File: src/rtl/flcfg_pkg.sv
package flcfg_pkg;

    localparam int REG_W       = 8;
    localparam int RGN_SIZE_W  = 2;
    localparam int RGN_FIELD_W = RGN_SIZE_W + 1;
    localparam int RGN_COUNT   = 2;

    // configuration register bit positions
    localparam int CFG_BEIE_BIT = 7;
    localparam int CFG_CCIE_BIT = 6;
    localparam int CFG_KEY_BIT  = 5;

    // protection register bit positions
    localparam int PROT_OPEN_BIT = 7;
    localparam int PROT_RSVD_BIT = 6;

    // region index 0 = low region (bits 2..0), index 1 = high region (bits 5..3)
    localparam int RGN_LO = 0;
    localparam int RGN_HI = 1;

    typedef enum logic [0:0] {
        RGN_FROZEN     = 1'b0,
        RGN_ADJUSTABLE = 1'b1
    } rgn_state_t;

    typedef enum logic [0:0] {
        ACC_COMMAND  = 1'b0,
        ACC_BACKDOOR = 1'b1
    } acc_state_t;

endpackage

File: src/rtl/flcfg_cfg_reg.sv
module flcfg_cfg_reg
    import flcfg_pkg::*;
(
    input  logic clk,
    input  logic rst_n,
    input  logic wr_en,
    input  logic wr_beie,
    input  logic wr_ccie,
    input  logic wr_key,
    input  logic key_en,
    output logic beie_o,
    output logic ccie_o,
    output logic key_o
);

    logic       beie_q;
    logic       ccie_q;
    acc_state_t acc_q;
    acc_state_t acc_d;

    // next state of the key-access machine
    always_comb begin
        acc_d = acc_q;
        unique case (acc_q)
            ACC_COMMAND: begin
                if (wr_en && key_en && wr_key) begin
                    acc_d = ACC_BACKDOOR;   // enter_key
                end
            end
            ACC_BACKDOOR: begin
                if (wr_en && key_en && !wr_key) begin
                    acc_d = ACC_COMMAND;    // leave_key
                end
            end
            default: acc_d = ACC_COMMAND;
        endcase
    end

    // state register
    always_ff @(posedge clk) begin
        if (!rst_n) begin
            acc_q  <= ACC_COMMAND;
            beie_q <= 1'b0;
            ccie_q <= 1'b0;
        end else begin
            acc_q <= acc_d;
            if (wr_en) begin
                beie_q <= wr_beie;
                ccie_q <= wr_ccie;
            end
        end
    end

    // outputs
    always_comb begin
        beie_o = beie_q;
        ccie_o = ccie_q;
        key_o  = (acc_q == ACC_BACKDOOR);
    end

    AST_KEY_GATED: assert property (@(posedge clk) disable iff (!rst_n)
        !key_en |=> $stable(key_o));
    AST_ENABLE_LOADS: assert property (@(posedge clk) disable iff (!rst_n)
        wr_en |=> (beie_o == $past(wr_beie)) && (ccie_o == $past(wr_ccie)));

endmodule

File: src/rtl/flcfg_region_ctl.sv
module flcfg_region_ctl
    import flcfg_pkg::*;
#(
    parameter int SIZE_W = 2
) (
    input  logic              clk,
    input  logic              rst_n,
    input  logic              nv_dis,
    input  logic [SIZE_W-1:0] nv_size,
    input  logic              wr_en,
    input  logic              wr_dis,
    input  logic [SIZE_W-1:0] wr_size,
    output logic              disable_o,
    output logic [SIZE_W-1:0] size_o
);

    rgn_state_t        state_q;
    rgn_state_t        state_d;
    logic [SIZE_W-1:0] size_q;

    // next state
    always_comb begin
        state_d = state_q;
        unique case (state_q)
            RGN_ADJUSTABLE: begin
                if (wr_en && !wr_dis) begin
                    state_d = RGN_FROZEN;   // lock
                end
            end
            RGN_FROZEN: state_d = RGN_FROZEN;
            default:    state_d = RGN_FROZEN;
        endcase
    end

    // state register; size is gated by the state before the write
    always_ff @(posedge clk) begin
        if (!rst_n) begin
            state_q <= nv_dis ? RGN_ADJUSTABLE : RGN_FROZEN;
            size_q  <= nv_size;
        end else begin
            state_q <= state_d;
            if (wr_en && (state_q == RGN_ADJUSTABLE)) begin
                size_q <= wr_size;
            end
        end
    end

    // outputs
    always_comb begin
        disable_o = (state_q == RGN_ADJUSTABLE);
        size_o    = size_q;
    end

    AST_SIZE_FROZEN: assert property (@(posedge clk) disable iff (!rst_n)
        !disable_o |=> $stable(size_o));
    AST_NO_REENABLE: assert property (@(posedge clk) disable iff (!rst_n)
        !disable_o |=> !disable_o);

endmodule

File: src/rtl/flcfg_prot_reg.sv
module flcfg_prot_reg
    import flcfg_pkg::*;
(
    input  logic             clk,
    input  logic             rst_n,
    input  logic [REG_W-1:0] nv_prot,
    input  logic             wr_en,
    input  logic [REG_W-1:0] wr_data,
    output logic [REG_W-1:0] prot_o
);

    logic open_q;
    logic rsvd_q;
    logic [RGN_COUNT-1:0]  rgn_dis;
    logic [RGN_SIZE_W-1:0] rgn_size [RGN_COUNT];

    always_ff @(posedge clk) begin
        if (!rst_n) begin
            open_q <= nv_prot[PROT_OPEN_BIT];
            rsvd_q <= nv_prot[PROT_RSVD_BIT];
        end else if (wr_en) begin
            open_q <= open_q & wr_data[PROT_OPEN_BIT];
            rsvd_q <= rsvd_q & wr_data[PROT_RSVD_BIT];
        end
    end

    for (genvar gi = 0; gi < RGN_COUNT; gi++) begin : g_rgn
        localparam int BASE = gi * RGN_FIELD_W;
        localparam int DBIT = BASE + RGN_SIZE_W;
        flcfg_region_ctl #(
            .SIZE_W (RGN_SIZE_W)
        ) i_region (
            .clk       (clk),
            .rst_n     (rst_n),
            .nv_dis    (nv_prot[DBIT]),
            .nv_size   (nv_prot[BASE +: RGN_SIZE_W]),
            .wr_en     (wr_en),
            .wr_dis    (wr_data[DBIT]),
            .wr_size   (wr_data[BASE +: RGN_SIZE_W]),
            .disable_o (rgn_dis[gi]),
            .size_o    (rgn_size[gi])
        );
    end

    always_comb begin
        prot_o = {open_q, rsvd_q,
                  rgn_dis[RGN_HI], rgn_size[RGN_HI],
                  rgn_dis[RGN_LO], rgn_size[RGN_LO]};
    end

    AST_OPEN_ONE_WAY: assert property (@(posedge clk) disable iff (!rst_n)
        !open_q |=> !open_q);
    AST_OPEN_CLEARS: assert property (@(posedge clk) disable iff (!rst_n)
        (wr_en && !wr_data[PROT_OPEN_BIT]) |=> !open_q);
    AST_RSVD_ONE_WAY: assert property (@(posedge clk) disable iff (!rst_n)
        !rsvd_q |=> !rsvd_q);

endmodule

File: src/rtl/flcfg_regs.sv
module flcfg_regs
    import flcfg_pkg::*;
#(
    parameter int ADDR_W   = 8,
    parameter int CFG_OFS  = 3,
    parameter int PROT_OFS = 4
) (
    input  logic              clk,
    input  logic              rst_n,
    input  logic [ADDR_W-1:0] bus_addr,
    input  logic              bus_we,
    input  logic [REG_W-1:0]  bus_wdata,
    output logic [REG_W-1:0]  bus_rdata,
    input  logic              key_en,
    input  logic [REG_W-1:0]  nv_prot,
    input  logic              buf_empty_flag,
    input  logic              cmd_done_flag,
    output logic              irq,
    output logic              backdoor_mode,
    output logic              buf_empty_ie,
    output logic              cmd_done_ie,
    output logic              prot_open,
    output logic              prot_rsvd,
    output logic              hi_disable,
    output logic [1:0]        hi_size,
    output logic              lo_disable,
    output logic [1:0]        lo_size
);

    localparam logic [ADDR_W-1:0] CFG_ADDR  = ADDR_W'(CFG_OFS);
    localparam logic [ADDR_W-1:0] PROT_ADDR = ADDR_W'(PROT_OFS);

    logic sel_cfg;
    logic sel_prot;
    logic beie;
    logic ccie;
    logic keyacc;
    logic [REG_W-1:0] prot_val;
    logic [REG_W-1:0] cfg_val;

    always_comb begin
        sel_cfg  = (bus_addr == CFG_ADDR);
        sel_prot = (bus_addr == PROT_ADDR);
    end

    flcfg_cfg_reg i_cfg (
        .clk     (clk),
        .rst_n   (rst_n),
        .wr_en   (bus_we && sel_cfg),
        .wr_beie (bus_wdata[CFG_BEIE_BIT]),
        .wr_ccie (bus_wdata[CFG_CCIE_BIT]),
        .wr_key  (bus_wdata[CFG_KEY_BIT]),
        .key_en  (key_en),
        .beie_o  (beie),
        .ccie_o  (ccie),
        .key_o   (keyacc)
    );

    flcfg_prot_reg i_prot (
        .clk     (clk),
        .rst_n   (rst_n),
        .nv_prot (nv_prot),
        .wr_en   (bus_we && sel_prot),
        .wr_data (bus_wdata),
        .prot_o  (prot_val)
    );

    always_comb begin
        cfg_val = '0;
        cfg_val[CFG_BEIE_BIT] = beie;
        cfg_val[CFG_CCIE_BIT] = ccie;
        cfg_val[CFG_KEY_BIT]  = keyacc;
    end

    always_comb begin
        if (sel_cfg) begin
            bus_rdata = cfg_val;
        end else if (sel_prot) begin
            bus_rdata = prot_val;
        end else begin
            bus_rdata = '0;
        end
    end

    always_comb begin
        irq           = (buf_empty_flag & beie) | (cmd_done_flag & ccie);
        backdoor_mode = keyacc;
        buf_empty_ie  = beie;
        cmd_done_ie   = ccie;
        prot_open     = prot_val[7];
        prot_rsvd     = prot_val[6];
        hi_disable    = prot_val[5];
        hi_size       = prot_val[4:3];
        lo_disable    = prot_val[2];
        lo_size       = prot_val[1:0];
    end

    AST_NO_FLAG_NO_IRQ: assert property (@(posedge clk) disable iff (!rst_n)
        (!buf_empty_flag && !cmd_done_flag) |-> !irq);
    AST_CFG_LOW_ZERO: assert property (@(posedge clk) disable iff (!rst_n)
        sel_cfg |-> (bus_rdata[4:0] == 5'b0));
    AST_UNMAPPED_ZERO: assert property (@(posedge clk) disable iff (!rst_n)
        (!sel_cfg && !sel_prot) |-> (bus_rdata == '0));
    AST_UNMAPPED_WRITE: assert property (@(posedge clk) disable iff (!rst_n)
        (bus_we && !sel_cfg && !sel_prot) |=> $stable(prot_val) && $stable(cfg_val));

endmodule

File: config.mk
export PLATFORM = sky130hd
export DESIGN_NAME = flcfg_regs
export DESIGN_NICKNAME = d
export VERILOG_FILES = /design/src/rtl/flcfg_pkg.sv /design/src/rtl/flcfg_cfg_reg.sv /design/src/rtl/flcfg_region_ctl.sv /design/src/rtl/flcfg_prot_reg.sv /design/src/rtl/flcfg_regs.sv
export SDC_FILE = /design/constraint.sdc
export NUM_CORES = 1
export LEC_CHECK = 0
export BUFFER_PORTS_ARGS = -buffer_cell sky130_fd_sc_hd__buf_4
export CORE_UTILIZATION = 37
export DETAILED_ROUTE_END_ITERATION = 7
export GPL_TIMING_DRIVEN = 0
export HOLD_SLACK_MARGIN = 0.1
export PLACE_DENSITY = 0.76
export SYNTH_ARGS = -nofsm -noshare
export SYNTH_HDL_FRONTEND = slang
export SYNTH_HIERARCHICAL = 1
export SYNTH_SLANG_ARGS = --single-unit
File: constraint.sdc
create_clock -name clk -period 1.55 [get_ports clk]
set_clock_uncertainty 0.15 [all_clocks]
set_input_delay 0.155 -clock clk [delete_from_list [all_inputs] [get_ports clk]]
set_output_delay 0.155 -clock clk [all_outputs]
set_load 0.01 [all_outputs]
### Yosys cells after proc, flatten, opt, wreduce, memory -nomap -nowiden

Index checks and enable logic that the tools add are counted.

* output and inout port bits: 20
* input bits: 30
* register bits after elaboration: 11

* bitwise operators: 8
* mux-type cells: 21
* reductions and logical operators: 11
* equal/unequal tests: 5

Operators by type and width (count)
* $mux 8: 2
* $mux 1: 12
* $logic_and 1x1->1: 9
* $eq 8x2->1 const B: 1
* $eq 8x3->1 const B: 1
* $mux 2: 4
* $ne 2x1->1 const B: 3
* $pmux 1 s2: 3
* $and 1x1->1: 4
* $not 1->1: 3
* $logic_not 1->1: 2
* $or 1x1->1: 1

### Longest topological paths before layout

Gate-level depths: netlist of run 1.

* depth after elaboration: 6
* depth in mapped cells: 4
* mapped depth without buffers: 4

### Cells and area by module

The synthesis of run 1 kept the hierarchy.

Modules (own cells, without submodules)
* flcfg_region_ctl: instances 2, area an instance 130.1 sq um, seq. area each 80.1 sq um, cells each 11
* flcfg_regs: instances 1, area an instance 146.4 sq um, seq. area each 0.0 sq um, cells each 18
* flcfg_cfg_reg: instances 1, area an instance 113.9 sq um, seq. area each 60.1 sq um, cells each 11
* flcfg_prot_reg: instances 1, area an instance 108.9 sq um, seq. area each 60.1 sq um, cells each 11

### Worst setup path after synthesis of run 1

Ideal clock, no wire load.

* path type: input to register
* start point: input bus_addr[5]
* end point: register i_prot.g_rgn[1].i_region.size_q[0], enable pin
* path slack: 174 ps
* required time: 1103 ps
* data arrival time: 929 ps
* path buffers: 0
* stages: 4
* cells stage by stage: nor4_2 > and3_1 > nand2_1 > nand2_1

* word-level cells in the longest chain between the ends: 4

Ends and longest elaborated chain
* from (decl): RTL line flcfg_regs.sv:10 `input logic [ADDR_W-1:0] bus_addr,`
* $eq 8x3->1: RTL line flcfg_regs.sv:43 `sel_prot = (bus_addr == PROT_ADDR);`
* $logic_and 1x1->1: RTL line flcfg_regs.sv:63 `.wr_en (bus_we && sel_prot),`
* $logic_and 1x1->1: RTL line flcfg_region_ctl.sv:42 `if (wr_en && (state_q == RGN_ADJUSTABLE)) begin`
* $ne 2x1->1 (no line)
* to (signal assigned): RTL line flcfg_region_ctl.sv:39 `size_q <= nv_size;`
* to (signal assigned): RTL line flcfg_region_ctl.sv:43 `size_q <= wr_size;`
* to (decl): RTL line flcfg_region_ctl.sv:19 `logic [SIZE_W-1:0] size_q;`

Every way passes these cells.
A chain may end at the register's enable or synchronous reset.

### Final worst setup path of run 1

* start point: input bus_addr[3]
* end point: output bus_rdata[4]

* word-level cells in the longest chain between the ends: 3

Ends and longest elaborated chain
* $eq 8x3->1: RTL line flcfg_regs.sv:43
* $mux 8: RTL line flcfg_regs.sv:78 `end else if (sel_prot) begin`
* $mux 8 (*): RTL line flcfg_regs.sv:76 `if (sel_cfg) begin`
* to (decl): RTL line flcfg_regs.sv:13 `output logic [REG_W-1:0] bus_rdata,`

Every way passes the cells marked *; elsewhere a longest branch is shown, timed or not.

==> results of run 1 <==
-- layout by cell type (no fill, tap or decap), types with 3 or more instances in the layout --
cell                            count
sky130_fd_sc_hd__and3_1             7
sky130_fd_sc_hd__buf_4             53
sky130_fd_sc_hd__clkbuf_4           3
sky130_fd_sc_hd__dfxtp_1            5
sky130_fd_sc_hd__dlygate4sd3_1     20
sky130_fd_sc_hd__edfxtp_1           6
sky130_fd_sc_hd__inv_1              4
sky130_fd_sc_hd__mux2_2             4
sky130_fd_sc_hd__mux2i_1            3
sky130_fd_sc_hd__nand2_1            9
sky130_fd_sc_hd__nor2_1             3
sky130_fd_sc_hd__nor2b_1            4
-- cell type report --
type                            count  area share [%]
Clock buffer                        4           2.065
Multi-Input combinational cell     45           26.16
Timing Repair Buffer               72           46.41
Sequential cell                    11           22.03
Buffer                              1          0.5900
Inverter                            4           1.180
Tap cell                           16           1.573
-- critical path, delay by kind of cell --
family / cells / cell delay (ns)
simple gates: 2 / 0.59
buf+inv: 3 / 0.44
-- through the flow --
| step | setup slack [ns] | cell area (µm²) | setup TNS [ns] | hold WS (ns) |
|---|---|---|---|---|
| 6_report | 0.05860 | 1272 | 0 | 0.08803 |
| 3_5_place_dp | -0.1617 | 1017 | -1.251 | 0.2694 |
| 5_1_grt | -0.01488 | 1272 | -0.05843 | 0.1077 |
| 4_1_cts | 0.04737 | 1244 | 0 | 0.1022 |
| 2_1_floorplan | 0.1742 | 629.4 | 0 | 0.1187 |
| 3_3_place_gp | -0.1501 | 1017 | -1.009 | 0.2646 |
-- worst paths after layout --
kind	startpoint	cells after the start	slack, ns	end
min reg2reg	register	2	0.34	register
max reg2reg	i_prot/open_q$_DFFE_PP_	3	0.34	i_prot/open_q$_DFFE_PP_
max	bus_addr[3]	5	0.06	bus_rdata[4]
min	rst_n	3	0.09	i_prot/g_rgn[1].i_region/disable_o$_DFF_P_
-- layer usage --
| layer | global-route usage (%) | part of all wire [%] | vias to the layer above |
|---|---|---|---|
| met3 | 2.128 | 4.7 | 4 |
| met2 | 44.78 | 53 | 30 |
| met5 | 0 | 0 | - |
| li1 | - | - | 377 |
| met4 | 14.55 | 1.9 | 0 |
| met1 | 28.61 | 40 | 378 |
-- flip-flops by register name, summed over array words and instances, names as in the netlist, named ones only --
name,cells
i_cfg/ccie_o,1
i_prot/open_q,1
i_prot/rsvd_q,1
i_cfg/beie_o,1
i_prot/g_rgn.i_region/size_o,4
i_prot/g_rgn.i_region/disable_o,2
-- power by group --
part | total [W] | switching, W | internal (W)
logic | 0.000199 | 0.0000708 | 0.000128
registers | 0.000341 | 0.0000126 | 0.000328
clock network | 0.000201 | 0.000101 | 0.0000997
-- kinds of logic after synthesis --
group | synth area share (%)
AO/OA/AOI/OAI | 8.548
multiplexers | 11.93
flip-flops | 44.53
buffers and inverters | 4.770
AND/OR/NAND/NOR | 30.22
-- timing repair --
action | CTS | global route
hold buffers | 20 | 0
buffers inserted | 0 | 3
hold endpoints to repair | 11 | 0
setup endpoints to repair | 0 | 15
gates resized for setup | 0 | 2
==> results.json, run 1 <==
{
  "status": "finished clean",
  "htree_num_levels": 1,
  "finalSetupViolCount": 0,
  "ctsLongestPathBuffers": 2,
  "synth.most_common_cell": "sky130_fd_sc_hd__nand2_1",
  "num_antenna_cells": 0,
  "cpMaxStageDelayCell": "sky130_fd_sc_hd__nor4b_4",
  "postSynthAreaPerCell_um2": 10.15,
  "dp_hpwl_um": 1347,
  "synthDistinctLibCells": 20,
  "route.final.wire_length_um": 2260,
  "cts.root.buffer_cell": "sky130_fd_sc_hd__clkbuf_4",
  "netlist_instances": 62,
  "clock_latency_of_the_later_clocked_register_in_the_worst_skew_pair_ns": 0.27,
  "first_global_vias": 755,
  "worstPathCellList": "buf_4 -> nor4b_4 -> buf_4 -> and3_1 -> buf_4",
  "async_set_or_reset_flop_fraction_in_the_synthesized_netlist_pct": 0,
  "timing.max_slew.rel_slack_pct": 73.12,
  "multi_input_area_um2": 332.8,
  "drive_above_1_share_pct": 47.45,
  "grt_start_max_net_pins": 16,
  "leak_nw": 0.6078,
  "grt-ovfl-total": 0,
  "boundaryPins": 50,
  "port-buffer-count": 49,
  "synthesis.area_um2": 629.4,
  "synthesis_warning_total": 6,
  "arrival_ns": 1.19,
  "hold_viol": 0,
  "power.density_mw_per_mm2": 582.4,
  "drtPass1Iterations": 4,
  "cell_count_after_placement": 127,
  "cap_viol_max_count": 0,
  "clkSinkCount": 11,
  "register_area_um2": 280.3,
  "p_total_w": 0.0007411,
  "hold_wc_path_type": "in2reg",
  "critical_path.max_fanout": 6,
  "synth.top_cell.area_share_pct": 28.63,
  "synth_fp_nets": 92,
  "timing_worst_slew_pin_value_ns": 0.4015,
  "number_of_flip_flops_and_latches_in_the_synthesized_netlist": 11,
  "crit_path_frequent_cell": "sky130_fd_sc_hd__buf_4",
  "rows": 14,
  "fillers": 92,
  "core_area_mm2": 0.001541,
  "globalplace.congestion": 0.8162,
  "routed_via_count": 789,
  "post_drt_via_cell_ratio": 5.157,
  "timing.final.max_slew_violations": 0,
  "required_time_at_the_endpoint_of_the_critical_path_ns": 1.24,
  "dieWidth_um": 43.24,
  "final-instance-count-excl-fill": 153,
  "drc": 0,
  "antenna_found_initial": 0,
  "synth_top_area_cell": "sky130_fd_sc_hd__edfxtp_1",
  "detail-route-antenna-nets": 0,
  "wl_per_cell_um": 14.77,
  "die_area_mm2": 0.001870,
  "fmaxAchievable_ghz": 0.6705,
  "effective_utilization_at_floorplan_pct": 40.83,
  "tritoncts": "yes",
  "setup.worst_path.class": "in2out",
  "netlist_top_cells_count": "sky130_fd_sc_hd__nand2_1, sky130_fd_sc_hd__and3_1, sky130_fd_sc_hd__edfxtp_1",
  "die-height_um": 43.24,
  "edff_count_synth": 6,
  "setup.worst_path.end_class": "output port",
  "synth.area.top_cells": "sky130_fd_sc_hd__edfxtp_1, sky130_fd_sc_hd__dfxtp_1, sky130_fd_sc_hd__mux2_2",
  "start_kind": "input port",
  "synthToLayoutAreaGrowth_pct": 102.2,
  "cp_slowest_stage_delay_ns": 0.43,
  "finalCritPeriodShare_pct": 96.22,
  "cts.clk_slew.worst_paths_ns": 0.07,
  "min_period_ns": 1.491,
  "peakVddDrop_mv": 0.5667,
  "fin_nets": 168,
  "wire_length_of_the_first_global_routing_pass_um": 3367,
  "numCtsBuffers": 3,
  "synthFlopType": "sky130_fd_sc_hd__edfxtp_1",
  "synth-seq-area-share_pct": 44.53,
  "first_iter_violations": 21,
  "overall_global_routing_usage_pct": 25.11,
  "utilization_pct": 82.55
}
Power figures use the tool's default switching activity.
==> run 2: changes to the inputs <==
Settings changed: CELL_PAD_IN_SITES_DETAIL_PLACEMENT from default to 0, CELL_PAD_IN_SITES_GLOBAL_PLACEMENT from default to 1, CORE_UTILIZATION 37 to 26, PLACE_DENSITY 0.76 to default, PLACE_DENSITY_LB_ADDON from default to 0.1.
==> run 2 against run 1 <==
Compared with the run above:
- register-to-register slack improved by 0.22 ns
- sequential power barely moved
- critical path depth is the same
- cell count up 6.5%
- count of clock-buffer cells in the layout unchanged
- cell area is 0.20% lower
- critical path type is now in2reg
- largest power group unchanged
==> results.json, run 2 (same netlist as run 1, synthesis figures left out) <==
{
  "grt_setup_unrepaired": "no",
  "internal_power_w": 0.0005521,
  "globalplace.congestion": 0.6271,
  "seqPwrFrac_pct": 47.0,
  "cts.clk_slew.worst_paths_ns": 0.07,
  "wl_met2_um": 883,
  "rows": 17,
  "power_switching_share_pct": 23.51,
  "start_kind": "input port",
  "cts.root.buffer_cell": "sky130_fd_sc_hd__clkbuf_4",
  "post_drt_via_cell_ratio": 4.540,
  "overall_global_routing_usage_pct": 14.80,
  "clock_latency_of_the_later_clocked_register_in_the_worst_skew_pair_ns": 0.26,
  "wl_met3_um": 171,
  "numCtsBuffers": 3,
  "finalCritPeriodShare_pct": 93.93,
  "p_switching_w": 0.0001698,
  "whs_ns": 0.1387,
  "layout_commonest_cell": "sky130_fd_sc_hd__buf_4",
  "setup.worst_path.end_class": "register",
  "dieWidth_um": 51.20,
  "cap_viol_max_count": 0,
  "multi_input_area_um2": 332.8,
  "crit_path_frequent_cell": "sky130_fd_sc_hd__dlygate4sd3_1",
  "final_cell_mix": "sky130_fd_sc_hd__buf_4, sky130_fd_sc_hd__dlygate4sd3_1, sky130_fd_sc_hd__nand2_1, sky130_fd_sc_hd__and3_1, sky130_fd_sc_hd__edfxtp_1",
  "hold_viol": 0,
  "cpMaxStageDelayCell": "sky130_fd_sc_hd__dlygate4sd3_1",
  "arrival_ns": 1.46,
  "grt_start_max_net_pins": 14,
  "die_area_mm2": 0.002621,
  "effective_utilization_at_floorplan_pct": 27.91,
  "detail-route-antenna-nets": 0,
  "flip_flop_count_of_the_largest_register_all_copies_and_words_added": 4,
  "port-buffer-count": 49,
  "cp_num_buf_inv": 3,
  "peakVddDrop_mv": 0.3810,
  "worstPathCellList": "dlygate4sd3_1 -> buf_4 -> nand2_1 -> dlygate4sd3_1 -> mux2i_1",
  "power.combinational.fraction_pct": 26.1,
  "antenna_found_initial": 0,
  "min_period_ns": 1.456,
  "htree_num_levels": 1,
  "fillers": 234,
  "m1WireLength_um": 796,
  "tritoncts": "yes",
  "setup.worst_path.class": "in2reg",
  "drc": 0,
  "boundaryPins": 50,
  "die-height_um": 51.20,
  "fin_nets": 166,
  "timing.max_slew.rel_slack_pct": 74.88,
  "ctsLongestPathBuffers": 2,
  "cp_slowest_stage_delay_ns": 0.53,
  "num_antenna_cells": 0,
  "hold_wc_path_type": "in2reg",
  "first_global_vias": 688,
  "grt-ovfl-total": 0,
  "drive_above_1_share_pct": 47.41,
  "leak_nw": 0.5987,
  "fmaxAchievable_ghz": 0.6869,
  "synthToLayoutAreaGrowth_pct": 101.8,
  "status": "finished clean",
  "top_layer_used": "met4",
  "register_area_um2": 280.3,
  "routed_via_count": 740,
  "route.final.wire_length_um": 1859,
  "clkSinkCount": 11,
  "first_iter_violations": 7,
  "drtPass1Iterations": 4,
  "required_time_at_the_endpoint_of_the_critical_path_ns": 1.56,
  "timing_worst_slew_pin_value_ns": 0.3740,
  "finalSetupViolCount": 0,
  "timing.final.max_slew_violations": 0,
  "power.density_mw_per_mm2": 568.4,
  "wl_per_cell_um": 11.40,
  "critical_path.max_fanout": 2,
  "core_area_mm2": 0.002255,
  "dp_hpwl_um": 1261,
  "wire_length_of_the_first_global_routing_pass_um": 2884,
  "pwr-share-clk_pct": 26.9,
  "path_delay_family": "buffers and inverters",
  "utilization_pct": 56.33
}
==> run 2: changes by cell type in the layout (fill, tap and decap cells not counted), sizes merged <==
cell | before | now
dlygate4sd3 | 20 | 19
buf | 53 | 52
==> run 2: power groups by stage <==
stage / Combinational (W) / Sequential (W) / Clock [W]
global placement: 0.000144 / 0.000346 / 0
CTS: 0.000184 / 0.000339 / 0.000206
finish: 0.000189 / 0.000339 / 0.000194
global route: 0.000204 / 0.000343 / 0.000217
floorplan: 0.0000381 / 0.000352 / 0
detailed placement: 0.000145 / 0.000346 / 0
==> run 2: repair_timing <==
item,4_1_cts,5_1_grt
buffers inserted,0,1
hold endpoints to repair,11,0
hold buffers,19,0
resized for setup,0,2
setup endpoints to repair,0,14
==> run 2: final cells by class <==
cell class,instances,area share [%]
well taps,28,2.759
repair buffers,69,44.53
multi-input cells,45,26.21
plain buffers,2,1.182
flip-flops and latches,11,22.07
inverters,4,1.182
clock buffers,4,2.069
==> run 2: path summary, 6_finish.rpt <==
kind | from | endpoint | slack, ns | cells after the start
min | rst_n | i_prot/g_rgn[1].i_region/size_o[1]$_DFFE_PP_ | 0.14 | 2
max | bus_wdata[5] | register | 0.09 | 5
max reg2reg | i_prot/g_rgn[0].i_region/disable_o$_DFF_P_ | i_prot/g_rgn[0].i_region/size_o[0]$_DFFE_PP_ | 0.56 | 2
min reg2reg | register | register | 0.34 | 2
==> run 2: per-stage QoR <==
stage | setup slack [ns] | total power (W) | instance area (µm²) | std cells | TNS [ns]
final | 0.09416 | 0.0007219 | 1270 | 163 | 0
after global routing | 0.003653 | 0.0007641 | 1270 | 163 | 0
after CTS | 0.07324 | 0.0007293 | 1249 | 162 | 0
after detailed placement | -0.1952 | 0.0004913 | 1032 | 139 | -1.506
after global placement | -0.1882 | 0.0004896 | 1032 | 139 | -1.476
after floorplan | 0.1742 | 0.0003896 | 629.4 | 62 | 0
==> run 2: layer usage <==
| metal | GRT usage (%) | vias to the layer above |
|---|---|---|
| met2 | 24.56 | 31 |
| li1 | - | 369 |
| met1 | 18.15 | 338 |
| met5 | 0 | - |
| met4 | 6.944 | 0 |
| met3 | 2.976 | 2 |
==> run 3: changes to the inputs <==
Settings changed: GPL_TIMING_DRIVEN 0 to default.
==> run 3 against run 2 <==
Compared with the run above:
- largest cell class unchanged
- utilization down 0.50 points
- combinational power down 3%
- flip-flop and latch count unchanged
==> results.json, run 3 (same netlist as run 1, synthesis figures left out) <==
{
  "tritoncts": "yes",
  "num_antenna_cells": 0,
  "die-height_um": 51.20,
  "htree_num_levels": 1,
  "timing.final.max_slew_violations": 0,
  "fmaxAchievable_ghz": 0.6836,
  "power.density_mw_per_mm2": 569.5,
  "clock_latency_of_the_later_clocked_register_in_the_worst_skew_pair_ns": 0.26,
  "detail-route-antenna-nets": 0,
  "cts_setup_buffers": 0,
  "grt-ovfl-total": 0,
  "fillers": 221,
  "path_delay_family": "buffers and inverters",
  "ctsLongestPathBuffers": 2,
  "timing.max_slew.rel_slack_pct": 81.03,
  "route.final.wire_length_um": 1977,
  "dp_hpwl_um": 1328,
  "crit_path_frequent_cell": "sky130_fd_sc_hd__dlygate4sd3_1",
  "synthToLayoutAreaGrowth_pct": 100.0,
  "cts.clk_slew.worst_paths_ns": 0.07,
  "worstHoldStart": "rst_n",
  "finalCritPeriodShare_pct": 94.38,
  "worst_setup_path_startpoint": "bus_wdata[5]",
  "hold_viol": 0,
  "utilization_pct": 55.83,
  "cts.root.buffer_cell": "sky130_fd_sc_hd__clkbuf_4",
  "hold_wc_path_type": "in2reg",
  "peakVddDrop_mv": 0.4278,
  "start_kind": "input port",
  "rows": 17,
  "worstPathCellList": "dlygate4sd3_1 -> buf_4 -> nand2_1 -> dlygate4sd3_1 -> mux2i_1",
  "routed_via_count": 740,
  "grt_start_max_net_pins": 15,
  "port-buffer-count": 49,
  "critical_path.max_fanout": 2,
  "grt_setup_unrepaired": "no",
  "detailed_place.area_mm2": 0.001032,
  "effective_utilization_at_floorplan_pct": 27.91,
  "wl_per_cell_um": 12.13,
  "globalplace.congestion": 0.6539,
  "layout_commonest_cell": "sky130_fd_sc_hd__buf_4",
  "cpMaxStageDelayCell": "sky130_fd_sc_hd__dlygate4sd3_1",
  "required_time_at_the_endpoint_of_the_critical_path_ns": 1.56,
  "arrival_ns": 1.47,
  "status": "finished clean",
  "first_iter_violations": 18,
  "setup.worst_path.class": "in2reg",
  "min_period_ns": 1.463,
  "drive_above_1_share_pct": 45.93,
  "final_cell_mix": "sky130_fd_sc_hd__buf_4, sky130_fd_sc_hd__dlygate4sd3_1, sky130_fd_sc_hd__nand2_1, sky130_fd_sc_hd__and3_1, sky130_fd_sc_hd__edfxtp_1",
  "cp_num_buf_inv": 3,
  "post_drt_via_cell_ratio": 4.540,
  "die_area_mm2": 0.002621,
  "clkSinkCount": 11,
  "leak_nw": 0.5966,
  "antenna_found_initial": 0,
  "dieWidth_um": 51.20,
  "rr_startpoint": "i_prot/rsvd_q$_DFFE_PP_",
  "flip_flop_count_of_the_largest_register_all_copies_and_words_added": 4,
  "setup_total_negative_slack_ns": 0,
  "numCtsBuffers": 3,
  "setup.worst_path.end_class": "register",
  "finished_cell_area_mm2": 0.001259,
  "core_area_mm2": 0.002255,
  "boundaryPins": 50,
  "drtPass1Iterations": 5,
  "fin_nets": 166,
  "overall_global_routing_usage_pct": 16.19,
  "drc": 0,
  "postCtsResizedCells": 0,
  "cp_slowest_stage_delay_ns": 0.54,
  "timing_worst_slew_pin_value_ns": 0.2821,
  "finalSetupViolCount": 0,
  "cap_viol_max_count": 0,
  "first_global_vias": 750,
  "cts_hold_repair.buffers": 20,
  "wire_length_of_the_first_global_routing_pass_um": 3118
}
run 3: cell count changes in the layout (fill, tap and decap cells not counted):
cell | previous run | this run
sky130_fd_sc_hd__a22oi_1 | 2 | 3
sky130_fd_sc_hd__a22oi_2 | 1 | 0
sky130_fd_sc_hd__buf_4 | 52 | 51
sky130_fd_sc_hd__dlygate4sd3_1 | 19 | 20
sky130_fd_sc_hd__nor4_2 | 0 | 1
sky130_fd_sc_hd__nor4_4 | 1 | 0
run 3: path summary, 6_finish.rpt:
path / endpoint / slack [ns] / cells after the start
setup reg to reg: i_prot/rsvd_q$_DFFE_PP_ / 0.53 / 2
setup / recovery: register / 0.09 / 5
hold / removal: i_prot/g_rgn[1].i_region/size_o[1]$_DFFE_PP_ / 0.14 / 2
hold reg to reg: register / 0.35 / 2
run 3: layout make-up:
| cell class | instances | area [µm²] | area share, % |
|---|---|---|---|
| repair buffers | 71 | 583.1 | 46.32 |
| multi-input cells | 45 | 319.1 | 25.35 |
| well taps | 28 | 35.03 | 2.783 |
| inverters | 4 | 15.01 | 1.193 |
| clock buffers | 4 | 26.28 | 2.087 |
| flip-flops and latches | 11 | 280.3 | 22.27 |
run 3: through the flow:
step / hold WS [ns] / total power, W / worst slack (ns) / std cells
CTS: 0.1270 / 0.0007277 / 0.1041 / 163
global placement: 0.2655 / 0.0004879 / 0.04285 / 139
global route: 0.1391 / 0.0007586 / 0.05025 / 163
finish: 0.1393 / 0.0007168 / 0.08706 / 163
detailed placement: 0.2710 / 0.0004896 / 0.02534 / 139
floorplan: 0.1187 / 0.0003896 / 0.1742 / 62
run 3: worst reg2reg max path, cell delays in order, from the launching register on:
cell	delay (ns)
sky130_fd_sc_hd__edfxtp_1	0.43
sky130_fd_sc_hd__nand3_1	0.12
sky130_fd_sc_hd__o21ai_0	0.08
run 3: report_power, final:
| part | switching, W | leakage (nW) | internal [W] | total, W |
|---|---|---|---|---|
| logic | 0.0000614 | 0.481 | 0.000122 | 0.000183 |
| clock network | 0.0000930 | 0.0150 | 0.0000995 | 0.000192 |
| registers | 0.0000128 | 0.100 | 0.000329 | 0.000341 |
run 3: routing by layer:
layer | vias to the layer above | global-route usage [%] | wire length, µm
li1 | 371 | - | -
met5 | - | 0 | 0
met2 | 35 | 27.85 | 960
met1 | 332 | 19.27 | 852
met3 | 2 | 2.381 | 149
met4 | 0 | 8.333 | 14
